===== src/rtl/pdx_pkg.sv =====
package pdx_pkg;

    typedef enum logic {
        OP_DEPOSIT = 1'b0,
        OP_EXTRACT = 1'b1
    } pdx_op_e;

    typedef enum logic {
        ST_IDLE = 1'b0,
        ST_RUN  = 1'b1
    } pdx_state_e;

    function automatic int unsigned idx_bits(input int unsigned width);
        return (width <= 1) ? 1 : $clog2(width);
    endfunction

endpackage


===== src/rtl/pdx_lowbit.sv =====
module pdx_lowbit #(
    parameter int unsigned W  = 32,
    parameter int unsigned IW = 5
) (
    input  logic [W-1:0]  bits,
    output logic [W-1:0]  rest,
    output logic [IW-1:0] pos
);
    localparam logic [W-1:0] ONE = {{(W-1){1'b0}}, 1'b1};

    logic [W-1:0] iso;

    // isolate lowest set bit, then clear it (value AND value-1)
    assign iso  = bits & (~bits + ONE);
    assign rest = bits & (bits - ONE);

    always_comb begin
        pos = '0;
        for (int i = 0; i < W; i++) begin
            if (iso[i]) pos = pos | IW'(i);
        end
    end
endmodule


===== src/rtl/pdx_step.sv =====
module pdx_step
    import pdx_pkg::*;
#(
    parameter int unsigned W  = 32,
    parameter int unsigned IW = 5
) (
    input  pdx_op_e       op,
    input  logic [W-1:0]  src,
    input  logic [W-1:0]  acc,
    input  logic [IW-1:0] mpos,
    input  logic [IW-1:0] kpos,
    output logic [W-1:0]  nxt
);
    always_comb begin
        nxt = acc;
        if (op == OP_DEPOSIT) begin
            nxt[mpos] = src[kpos];
        end else begin
            nxt[kpos] = src[mpos];
        end
    end
endmodule


===== src/rtl/pdx_unit.sv =====
module pdx_unit
    import pdx_pkg::*;
#(
    parameter int unsigned W = 32
) (
    input  logic         clk,
    input  logic         rst,
    input  logic         start,
    input  logic         op,
    input  logic [W-1:0] src,
    input  logic [W-1:0] mask,
    output logic [W-1:0] result,
    output logic         valid
);
    localparam int unsigned IW = idx_bits(W);
    localparam logic [IW-1:0] K_ONE = {{(IW-1){1'b0}}, 1'b1};

    pdx_state_e    state_q;
    pdx_op_e       op_q;
    logic [W-1:0]  src_q;
    logic [W-1:0]  rem_q;
    logic [W-1:0]  res_q;
    logic [IW-1:0] k_q;
    logic          valid_q;

    logic [W-1:0]  rem_next;
    logic [IW-1:0] low_pos;
    logic [W-1:0]  res_next;
    logic          accept;

    assign accept = start && (state_q == ST_IDLE);

    pdx_lowbit #(.W(W), .IW(IW)) u_low (
        .bits (rem_q),
        .rest (rem_next),
        .pos  (low_pos)
    );

    pdx_step #(.W(W), .IW(IW)) u_step (
        .op   (op_q),
        .src  (src_q),
        .acc  (res_q),
        .mpos (low_pos),
        .kpos (k_q),
        .nxt  (res_next)
    );

    always_ff @(posedge clk) begin
        if (rst) begin
            state_q <= ST_IDLE;
            op_q    <= OP_DEPOSIT;
            src_q   <= '0;
            rem_q   <= '0;
            res_q   <= '0;
            k_q     <= '0;
            valid_q <= 1'b0;
        end else begin
            valid_q <= 1'b0;
            case (state_q)
                ST_IDLE: begin
                    if (start) begin
                        op_q    <= pdx_op_e'(op);
                        src_q   <= src;
                        rem_q   <= mask;
                        res_q   <= '0;
                        k_q     <= '0;
                        state_q <= ST_RUN;
                    end
                end
                default: begin
                    if (rem_q == '0) begin
                        valid_q <= 1'b1;
                        state_q <= ST_IDLE;
                    end else begin
                        res_q <= res_next;
                        rem_q <= rem_next;
                        k_q   <= k_q + K_ONE;
                    end
                end
            endcase
        end
    end

    assign result = res_q;
    assign valid  = valid_q;

    AST_STEP_CLEARS_ONE: assert property (@(posedge clk) disable iff (rst)
        (state_q == ST_RUN && rem_q != '0) |=> ($countones(rem_q) == $countones($past(rem_q)) - 1));
    AST_EMPTY_FINISHES: assert property (@(posedge clk) disable iff (rst)
        (state_q == ST_RUN && rem_q == '0) |=> valid);
    AST_ZERO_MASK_FAST: assert property (@(posedge clk) disable iff (rst)
        (accept && mask == '0) |=> ##1 valid);
    AST_VALID_SINGLE: assert property (@(posedge clk) disable iff (rst)
        valid |=> !valid);
    AST_RESULT_HELD: assert property (@(posedge clk) disable iff (rst)
        (state_q == ST_IDLE && !start) |=> $stable(result));
    AST_OPERANDS_FROZEN: assert property (@(posedge clk) disable iff (rst)
        (state_q == ST_RUN) |=> ($stable(src_q) && $stable(op_q)));
    AST_IGNORE_BUSY_START: assert property (@(posedge clk) disable iff (rst)
        (state_q == ST_RUN && rem_q != '0 && start) |=> (state_q == ST_RUN));
endmodule


===== config.mk =====
export PLATFORM = sky130hd
export DESIGN_NAME = pdx_unit
export DESIGN_NICKNAME = d
export VERILOG_FILES = /design/src/rtl/pdx_pkg.sv /design/src/rtl/pdx_lowbit.sv /design/src/rtl/pdx_step.sv /design/src/rtl/pdx_unit.sv
export SDC_FILE = /design/constraint.sdc
export NUM_CORES = 1
export LEC_CHECK = 0
export ABC_AREA = 0
export BUFFER_PORTS_ARGS = -buffer_cell sky130_fd_sc_hd__buf_2
export CAP_MARGIN = 25
export CORE_ASPECT_RATIO = 1.2
export CORE_MARGIN = 10
export CORE_UTILIZATION = 30
export CTS_CLUSTER_SIZE = 25
export DETAILED_ROUTE_END_ITERATION = 7
export SYNTH_ARGS = -nofsm -noshare
export SYNTH_HDL_FRONTEND = slang
export SYNTH_SLANG_ARGS = --single-unit

===== constraint.sdc =====
create_clock -name clk -period 7.2 [get_ports clk]
set_input_delay 1.08 -clock clk [delete_from_list [all_inputs] [get_ports clk]]
set_output_delay 1.08 -clock clk [all_outputs]
set_load 0.03 [all_outputs]

==> tab_implementation.tex <==
\begin{tabular}{lr}
\hline
Metric & Value \\
\hline
\multicolumn{2}{l}{\textbf{Layout}} \\
P\&R area growth vs syn & 12.6\% \\
Final layout net count & 1,078 \\
Non-Filler Instances & 1,331 \\
Most frequent cells in the layout & 138 x sky130\_fd\_sc\_hd\_\_nand2\_1, 118 x sky130\_fd\_sc\_hd\_\_nor2\_1, 103 x sky130\_fd\_sc\_hd\_\_dfxtp\_1 \\
Antenna cells & 0 \\
Post-layout instance area & 0.00818 mm² \\
Most frequent standard cell in the layout excluding fill and tap cells & sky130\_fd\_sc\_hd\_\_nand2\_1 \\
Fraction of final layout cells with drive strength greater than 1 & 0.187 \\
\multicolumn{2}{l}{\textbf{Synth}} \\
Most instantiated flip-flop cell in the synthesis netlist & sky130\_fd\_sc\_hd\_\_dfxtp\_1 \\
Count of yosys warnings during synthesis & 0 \\
Post-synth top area cell & sky130\_fd\_sc\_hd\_\_dfxtp\_1 \\
Flop and latch count out of synthesis & 104 \\
Share of Yosys cell area claimed by the top area cell type & 0.287 \\
Number of standard cells after synthesis & 976 \\
Synth area leaders & sky130\_fd\_sc\_hd\_\_dfxtp\_1 29\%, sky130\_fd\_sc\_hd\_\_nand2\_1 7.1\%, sky130\_fd\_sc\_hd\_\_a21oi\_1 6.8\% \\
Post-synthesis cell area & 0.00726 mm² \\
Net count after synthesis & 1,048 \\
Distinct cell type count after synthesis & 82 \\
Async set-reset flop share out of synthesis & 0 \\
Sequential fraction of the synthesis area & 0.287 \\
EDFF count, synth & 0 \\
Mean cell area of the mapped netlist & 7.44 µm² \\
\multicolumn{2}{l}{\textbf{GRT}} \\
Total overflow reported by the global router & 0 \\
Number of global-route vias before repair & 7,311 \\
Global-route usage over all layers & 0.176 \\
First-pass GRT wire length & 43,300 µm \\
Maximum number of pins on one net before global-route repair & 68 \\
Initial antenna violation count & 1 \\
\multicolumn{2}{l}{\textbf{Hold path}} \\
Path class of the lowest-slack min-delay path & flip-flop to flip-flop \\
Launch instance of the worst min-delay path & src\_q[12]\$\_SDFFE\_PP0P\_ \\
\multicolumn{2}{l}{\textbf{Timing}} \\
Max-slew violations & 0 \\
Maximum achievable frequency & 237 MHz \\
Least setup slack across all paths after layout & 2.98 ns \\
Total negative slack for setup checks & 0 ns \\
Number of hold-slack violations in the final timing report & 0 \\
Final setup violation count & 0 \\
Unrepaired setup endpoints after global routing & no \\
Final clock period utilization by the worst path & 0.586 \\
Transition at the pin with the smallest max-transition slack & 0.845 ns \\
Final clock skew & 0.0118 ns \\
Minimum period implied by the final worst setup slack & 4.22 ns \\
Max-Slew Margin vs Limit & 0.435 \\
\multicolumn{2}{l}{\textbf{CTS}} \\
Clock root buffer & sky130\_fd\_sc\_hd\_\_clkbuf\_16 \\
Post-cts gate resize count & 0 \\
Clock Path Buffers & 2 \\
Total setup buffers inserted after CTS & 0 \\
Insertion delay to the later sink of the worst-skew pair & 0.37 ns \\
Clock edge transition at the registers on the reported setup and hold paths & 0.08 ns \\
Clock H-tree levels & 3 \\
Clock buffer count from CTS & 9 \\
CTS sink cnt & 104 \\
CTS Hold Bufs & 0 \\
CTS tree & done \\
\multicolumn{2}{l}{\textbf{Placement}} \\
Number of placed instances, taps included & 1,313 \\
DP HPWL & 20,700 µm \\
Global placer's final weighted congestion & 1.01 \\
Post-Place Setup Slack & 2.75 ns \\
Number of buffer cells added on primary ports & 100 \\
Placed inst area & 0.00785 mm² \\
\multicolumn{2}{l}{\textbf{Critical path}} \\
Delay of the slowest cell on the worst path & 0.69 ns \\
Critical setup path kind & flip-flop to flip-flop \\
Required time worst endpoint & 7.50 ns \\
Critical path peak fanout & 16 \\
Element type at the critical path start & flip-flop \\
Worst path cell trace & nor4\_4, nand3\_4, nor3\_1, nor3b\_2, o21bai\_1, buf\_4, nor2b\_1, buf\_4, a21oi\_1, o21ai\_0, a31oi\_1, nor3\_1 \\
Worst reg2reg startpoint & rem\_q[0]\$\_SDFFE\_PP0P\_ \\
Crit path capture type & flip-flop \\
Slowest stage cell, crit path & sky130\_fd\_sc\_hd\_\_nor4\_4 \\
Crit path DAT & 4.52 ns \\
CP startpoint & rem\_q[0]\$\_SDFFE\_PP0P\_ \\
\multicolumn{2}{l}{\textbf{Detailed routing}} \\
Antenna violation net count after detailed routing & 0 \\
Initial DRC Count & 768 \\
Post-route DRC & 0 \\
Average wire per cell in the routed design & 20.9 µm \\
Overall via count from detail\_route & 7,694 \\
Initial DRT Pass Iterations & 5 \\
Final WL & 27,800 µm \\
Via/cell ratio & 5.78 \\
\multicolumn{2}{l}{\textbf{Power and ir drop}} \\
Internal portion of total power & 0.00106 W \\
Proportion of power drawn by the clock network & 0.291 \\
Leakage power figure & 3.01 nW \\
Reported net switching power & 0.000673 W \\
Areal power density over the cells & 212 mW/mm² \\
Combinational fraction of design power & 0.323 \\
Switching Share & 0.388 \\
IR drop worst, VDD & 82.9 µV \\
Sequential group share of total power & 0.386 \\
\multicolumn{2}{l}{\textbf{Floorplanning}} \\
Die Footprint & 0.0309 mm² \\
Core box area & 0.0239 mm² \\
Number of top-level pins & 101 \\
Floorplan die height & 190 µm \\
Starting density of the core & 0.304 \\
Number of standard-cell rows in the floorplan & 62 \\
Overall die width & 162 µm \\
\multicolumn{2}{l}{\textbf{Flow run}} \\
Max capacitance violation total & 0 \\
\multicolumn{2}{l}{\textbf{Outcome}} \\
Result of the run & finished clean \\
\hline
\end{tabular}
## logic make-up after synthesis
group / after synthesis / share of synthesized area
DFF: 104 / 0.287
buffers and inverters: 111 / 0.0706
adders and majority gates: 4 / 0.00689
AOI/OAI and AO/OA: 274 / 0.250
muxes: 35 / 0.0636
and+or+nand+nor: 445 / 0.318
xor gates and xnor gates: 3 / 0.00362
## flip-flops by register name (all words and copies together) (netlist names)
name,cells
op_q,1
src_q,32
state_q,1
rem_q,32
valid,1
result,32
k_q,5
## cell type report
class	count	area (µm²)
fillers	2642	15700
multi-input cells	761	4680
flip-flops and latches	104	2080
repair buffers	112	648
well taps	320	400
clock buffers	10	239
inverters	18	67.6
clock inverters	6	57.6
## worst max-delay path: cells and delay by family (launching register included)
kind	cells	cell delay (ns)
buf+inv	2	0.54
simple gates	6	2.76
flops	1	0.43
compound gates	4	0.41
## stage by stage
step	power [W]	hold slack (ns)	util
after detailed placement	0.00123	0.464	0.329
final	0.00173	0.474	0.342
after floorplan	0.00106	0.442	-
after global routing	0.00182	0.505	0.342
after CTS	0.00173	0.477	0.341
after global placement	0.00120	0.458	0.326
## cell usage after synthesis (7+ instances only)
master / instances
sky130_fd_sc_hd__buf_2: 20
sky130_fd_sc_hd__dfxtp_1: 104
sky130_fd_sc_hd__mux2_2: 9
sky130_fd_sc_hd__nor4_1: 31
sky130_fd_sc_hd__and4_1: 11
sky130_fd_sc_hd__a21o_1: 8
sky130_fd_sc_hd__nor2b_1: 9
sky130_fd_sc_hd__mux2i_1: 18
sky130_fd_sc_hd__nor3_1: 38
sky130_fd_sc_hd__a211oi_1: 19
sky130_fd_sc_hd__o21ai_0: 41
sky130_fd_sc_hd__nand3_1: 26
sky130_fd_sc_hd__nand2_1: 138
sky130_fd_sc_hd__a31oi_1: 27
sky130_fd_sc_hd__inv_1: 17
sky130_fd_sc_hd__nand4_1: 17
sky130_fd_sc_hd__nor2_1: 118
sky130_fd_sc_hd__a21oi_1: 98
sky130_fd_sc_hd__clkbuf_1: 59
sky130_fd_sc_hd__a311oi_1: 7
sky130_fd_sc_hd__buf_6: 8
sky130_fd_sc_hd__mux4_2: 8
## path summary, 6_finish.rpt
path / end / slack, ns / cells past startpoint
min reg2reg: src_q[12]$_SDFFE_PP0P_ / 0.47 / 2
max: result[26]$_SDFFE_PP0P_ / 2.98 / 12
min: src_q[12]$_SDFFE_PP0P_ / 0.47 / 2
max reg2reg: result[26]$_SDFFE_PP0P_ / 2.98 / 12
## metal layers
layer | global-route usage | up-vias | part of all wire
met1 | 0.230 | 3638 | 0.43
li1 | - | 3650 | -
met4 | 0.0683 | 2 | 0.030
met2 | 0.277 | 345 | 0.46
met3 | 0.0376 | 59 | 0.080
met5 | 0 | - | 0.00047
## power by group through the flow
stage / Combinational [W] / Sequential [W] / Clock [W]
final: 0.000560 / 0.000669 / 0.000504
after global routing: 0.000608 / 0.000676 / 0.000537
after CTS: 0.000545 / 0.000668 / 0.000515
after detailed placement: 0.000544 / 0.000682 / 0
after global placement: 0.000518 / 0.000681 / 0
after floorplan: 0.000389 / 0.000675 / 0
Power figures use the tool's default switching activity.
